$ cat config.mk
export PLATFORM = sky130hd
export DESIGN_NAME = vend_ctrl
export DESIGN_NICKNAME = d
export VERILOG_FILES = /design/src/rtl/vend_pkg.sv /design/src/rtl/vend_coin_decode.sv /design/src/rtl/vend_next_state.sv /design/src/rtl/vend_state_reg.sv /design/src/rtl/vend_ctrl.sv
export SDC_FILE = /design/constraint.sdc
export NUM_CORES = 1
export LEC_CHECK = 0
export ABC_AREA = 1
export BUFFER_PORTS_ARGS = -buffer_cell sky130_fd_sc_hd__buf_2
export CORE_AREA = 2 2 39 41
export CTS_CLUSTER_SIZE = 14
export DETAILED_ROUTE_END_ITERATION = 10
export DIE_AREA = 0 0 41 43
export SLEW_MARGIN = 15
export SYNTH_ARGS = -nofsm -noshare
export SYNTH_HDL_FRONTEND = slang
export SYNTH_SLANG_ARGS = --single-unit
$ cat constraint.sdc
create_clock -name clk -period 1.61 [get_ports clk]
set_clock_uncertainty 0.15 [all_clocks]
set_input_delay 0.2415 -clock clk [delete_from_list [all_inputs] [get_ports clk]]
set_output_delay 0.2415 -clock clk [all_outputs]
set_load 0.02 [all_outputs]
$ cat src/rtl/vend_pkg.sv
// Package vend_pkg
// Shared coin classification used by the decoder and the next-state logic.
// Assumes at most one classification per cycle.
package vend_pkg;
    typedef enum logic [1:0] {
        COIN_NONE   = 2'd0,
        COIN_NICKEL = 2'd1,
        COIN_DIME   = 2'd2
    } coin_e;
endpackage

$ cat src/rtl/vend_coin_decode.sv
// Module vend_coin_decode
// Turns the two coin sensor pulses into one coin classification.
// Assumes each pulse is one cycle wide.
// If both pulses are high together, the ten-cent coin wins.
module vend_coin_decode
    import vend_pkg::*;
(
    input  logic  nickel_i,
    input  logic  dime_i,
    output coin_e coin_o
);
    // Pick the coin with priority to the ten-cent sensor.
    always_comb begin
        if (dime_i)        coin_o = COIN_DIME;
        else if (nickel_i) coin_o = COIN_NICKEL;
        else               coin_o = COIN_NONE;
    end
endmodule

$ cat src/rtl/vend_next_state.sv
// Module vend_next_state
// Computes the next one-hot credit level.
// A five-cent coin moves the credit up one level, a ten-cent coin moves it up two.
// The credit stops at the top level, and the top level absorbs all further coins.
// Assumes cur_i is one-hot and LEVELS is at least 3.
module vend_next_state
    import vend_pkg::*;
#(
    parameter int LEVELS = 4
) (
    input  logic [LEVELS-1:0] cur_i,
    input  coin_e             coin_i,
    output logic [LEVELS-1:0] nxt_o
);
    localparam int TOP = LEVELS - 1;

    logic is_none, is_n, is_d;

    // Split the coin classification into one flag per coin.
    always_comb begin
        is_none = (coin_i == COIN_NONE);
        is_n    = (coin_i == COIN_NICKEL);
        is_d    = (coin_i == COIN_DIME);
    end

    for (genvar k = 0; k < LEVELS; k++) begin : g_lvl
        logic from_n, from_d;
        if (k >= 1) begin : g_fn
            assign from_n = cur_i[k-1] & is_n;
        end else begin : g_fn0
            assign from_n = 1'b0;
        end
        if (k >= 2) begin : g_fd
            assign from_d = cur_i[k-2] & is_d;
        end else begin : g_fd0
            assign from_d = 1'b0;
        end
        if (k == TOP) begin : g_top
            // Top level: stay here, or arrive by any coin including overpayment.
            assign nxt_o[k] = cur_i[k] | from_n | from_d | (cur_i[k-1] & is_d);
        end else begin : g_mid
            // Lower level: stay while idle, or arrive from below.
            assign nxt_o[k] = (cur_i[k] & is_none) | from_n | from_d;
        end
    end
endmodule

$ cat src/rtl/vend_state_reg.sv
// Module vend_state_reg
// One-hot credit register with a synchronous active-low reset that loads the zero-credit level.
// Assumes its next-state input is one-hot whenever reset is released.
module vend_state_reg #(
    parameter int LEVELS = 4
) (
    input  logic              clk,
    input  logic              rst_n,
    input  logic [LEVELS-1:0] d_i,
    output logic [LEVELS-1:0] q_o
);
    // Register the credit level, or load zero credit during reset.
    always_ff @(posedge clk) begin
        if (!rst_n) q_o <= LEVELS'(1);
        else        q_o <= d_i;
    end

    // exactly one credit flip-flop is set at all times after reset.
    assert_state_onehot_R10: assert property (@(posedge clk) disable iff (!rst_n)
        $onehot(q_o));

    // a reset edge leaves only the zero-credit flip-flop set.
    assert_reset_zero_R1: assert property (@(posedge clk)
        !rst_n |=> (q_o == LEVELS'(1)));
endmodule

$ cat src/rtl/vend_ctrl.sv
// Module vend_ctrl
// Top of the coin-counting release controller.
// Assumes single-cycle coin pulses.
// The release line is the top credit flip-flop itself.
module vend_ctrl
    import vend_pkg::*;
#(
    parameter int LEVELS = 4
) (
    input  logic clk,
    input  logic rst_n,
    input  logic coin_nickel,
    input  logic coin_dime,
    output logic release_open
);
    localparam int TOP = LEVELS - 1;

    coin_e             coin;
    logic [LEVELS-1:0] credit_q;
    logic [LEVELS-1:0] credit_d;

    vend_coin_decode u_dec (
        .nickel_i (coin_nickel),
        .dime_i   (coin_dime),
        .coin_o   (coin)
    );

    vend_next_state #(.LEVELS(LEVELS)) u_nxt (
        .cur_i  (credit_q),
        .coin_i (coin),
        .nxt_o  (credit_d)
    );

    vend_state_reg #(.LEVELS(LEVELS)) u_reg (
        .clk   (clk),
        .rst_n (rst_n),
        .d_i   (credit_d),
        .q_o   (credit_q)
    );

    // Drive the release line straight from the top credit flip-flop.
    assign release_open = credit_q[TOP];

    // with no coin pulse, the credit holds.
    assert_idle_hold_R2: assert property (@(posedge clk) disable iff (!rst_n)
        (!coin_nickel && !coin_dime) |=> $stable(credit_q));

    // once open, the release stays open until reset.
    assert_open_sticky_R8: assert property (@(posedge clk) disable iff (!rst_n)
        release_open |=> release_open);

    // when both coins arrive at zero credit, only the ten-cent coin counts.
    assert_dime_priority_R9: assert property (@(posedge clk) disable iff (!rst_n)
        (credit_q[0] && coin_nickel && coin_dime) |=> credit_q[2]);

    // at 5 cents, a five-cent coin alone takes the credit to 10 cents.
    assert_five_plus_nickel_R5: assert property (@(posedge clk) disable iff (!rst_n)
        (credit_q[1] && coin_nickel && !coin_dime) |=> credit_q[2]);

    // at 10 cents, any coin opens the release.
    assert_ten_any_coin_R6: assert property (@(posedge clk) disable iff (!rst_n)
        (credit_q[TOP-1] && (coin_nickel || coin_dime)) |=> release_open);
endmodule

==> qor.txt <==
CP max-delay cell -> dfxtp_1
Skew-Pair Late Insertion Delay -> 0.23 ns
Worst Path Buf+Inv -> 1
crit-path cells -> buf_2
setup_tns -> 0 ns
final hold viol count -> 0
final wirelength -> 288 µm
chip width -> 41 µm
yosys synthesis warning count -> 0
Inserted Diodes -> 0
# port buffers -> 4
run status -> finished, final reports clean
Top reg by flops -> u_reg.q_o
Crit Path Class -> register to primary output
Site Rows -> 14
global-route wire length before repair -> 476 µm
via count -> 151
drt wl/cell -> 6.55 µm
synthesized flop and latch total -> 4
mean post-synth cell area -> 7.39 µm²
GR Util All Layers -> 0.0481
multi-input logic area -> 63.8 µm²
worst rel slew slack -> 0.897
grt total ovfl -> 0
area growth from synthesis to layout -> 40.3%
Pleak -> 0.000104 µW
Fill cells -> 164
max reg flops -> 4
number of I/O pins -> 5
Distinct cells, synth -> 8
Netlist Area Pre-Place -> 155 µm²
RD Place Congestion -> 0.626
Post-DP HPWL -> 234 µm
maximum root-to-sink buffer count -> 2
drt pass-1 iters -> 2
nets -> 34
maximum clock frequency -> 909 MHz
DIE AREA -> 1760 µm²
TritonCTS Buffers -> 3
CP Capture Type -> primary output
critical path peak fanout -> 2
commonest non-fill, non-tap cells in the layout -> nand2_1 (6), buf_2 (4), dfxtp_1 (4)
max-slew violations -> 0
Slew @ Worst Pin -> 0.153 ns
Initial Utilization -> 0.112
largest net degree at the start of global routing -> 6
Reg area -> 80.1 µm²
CTS clk-pin slew, worst paths -> 0.04 ns
Peak VDD IR -> 0.189 mV
share of cells above drive strength 1 -> 0.321
number of global-route vias before repair -> 156
postcts setup bufs -> 0
Mapped Nets -> 25
Routed Antenna Nets -> 0
Largest delay share family, worst path -> flip-flops
drt drc -> 0
Critical Path Max Stage Delay -> 0.32 ns
final worst path period need -> 1.10 ns
Seq/Total Area, Yosys -> 0.516
CP Launch Type -> register
vias per cell -> 3.43
power density over cell area -> 1150 nW/µm²
# H-tree levels -> 1
RSZ-0062 raised after global routing -> false
Crit path arrival time -> 0.71 ns
Final period util -> 0.684
Setup-failing EPs final -> 0
Sink Count -> 4
MaxCap Viol Count -> 0
Mapped Cells -> 21
Core Box Area -> 1380 µm²
commonest non-fill, non-tap cell in the layout -> nand2_1
initial antenna violation count -> 0
Hold-fix buffers, CTS -> 0
CTS tree -> yes
Initial DRC Count -> 3
WP data required -> 1.22 ns
hold slack -> 0.0628 ns
worst hold-check path type -> input port to register
biggest regs -> u_reg.q_o: 4 flops
Vert. Die Dim -> 43 µm
CTS resizes -> 0
clock root buffer -> clkbuf_4
==> metal layers <==
| metal | part of all wire | vias to the layer above | track usage |
|---|---|---|---|
| met5 | 0 | - | 0 |
| met1 | 0.34 | 66 | 0.0321 |
| met2 | 0.53 | 3 | 0.0625 |
| li1 | - | 82 | - |
| met4 | 0 | 0 | 0.0800 |
| met3 | 0.12 | 0 | 0.0314 |
==> power by group <==
| group | switching [µW] | internal (µW) | leakage, µW |
|---|---|---|---|
| Combinational | 13.6 | 9.43 | 0.0000573 |
| Sequential | 3.21 | 106 | 0.0000331 |
| Clock | 35.5 | 83.0 | 0.0000138 |
==> area by class of cell <==
type                       count  area share
timing repair buffer           4      0.0920
sequential                     4       0.368
clock buffer                   3       0.103
tap                           16      0.0920
inverter                       3      0.0517
multi-input combinational     14       0.293
==> per-stage QoR <==
stage               cells  power, µW   util  area [µm²]  setup WS (ns)
finish                 44        251  0.157         218          0.509
global route           44        268  0.157         218          0.478
CTS                    44        259  0.157         218          0.488
detailed placement     41        134  0.141         195          0.674
global placement       41        134  0.141         195          0.683
floorplan              21        123      -         155          0.795
==> final timing paths <==
path,startpoint,to,cells after the start,slack (ns)
max,u_reg.q_o[3]$_SDFF_PN0_,release_open,1,0.51
min,rst_n,u_reg.q_o[0]$_SDFF_PN1_,2,0.06
max reg2reg,u_reg.q_o[1]$_SDFF_PN0_,u_reg.q_o[2]$_SDFF_PN0_,4,0.80
min reg2reg,u_reg.q_o[0]$_SDFF_PN1_,u_reg.q_o[0]$_SDFF_PN1_,2,0.31
==> cells in the mapped netlist <==
cell	instances	share of area
a21oi_1	3	0.097
dfxtp_1	4	0.52
inv_1	2	0.048
inv_2	1	0.024
nand2_1	6	0.15
nand3_1	3	0.097
nor2_2	1	0.040
o21ai_0	1	0.032
==> cells by family (layout without fill, tap and decap cells) <==
kind of cell,after synthesis,after routing,synth area share
compound gates,4,4,0.129
buf+inv,3,10,0.0726
simple gates,10,10,0.282
flops,4,4,0.516
No activity file was read; power rests on OpenSTA's default activity.
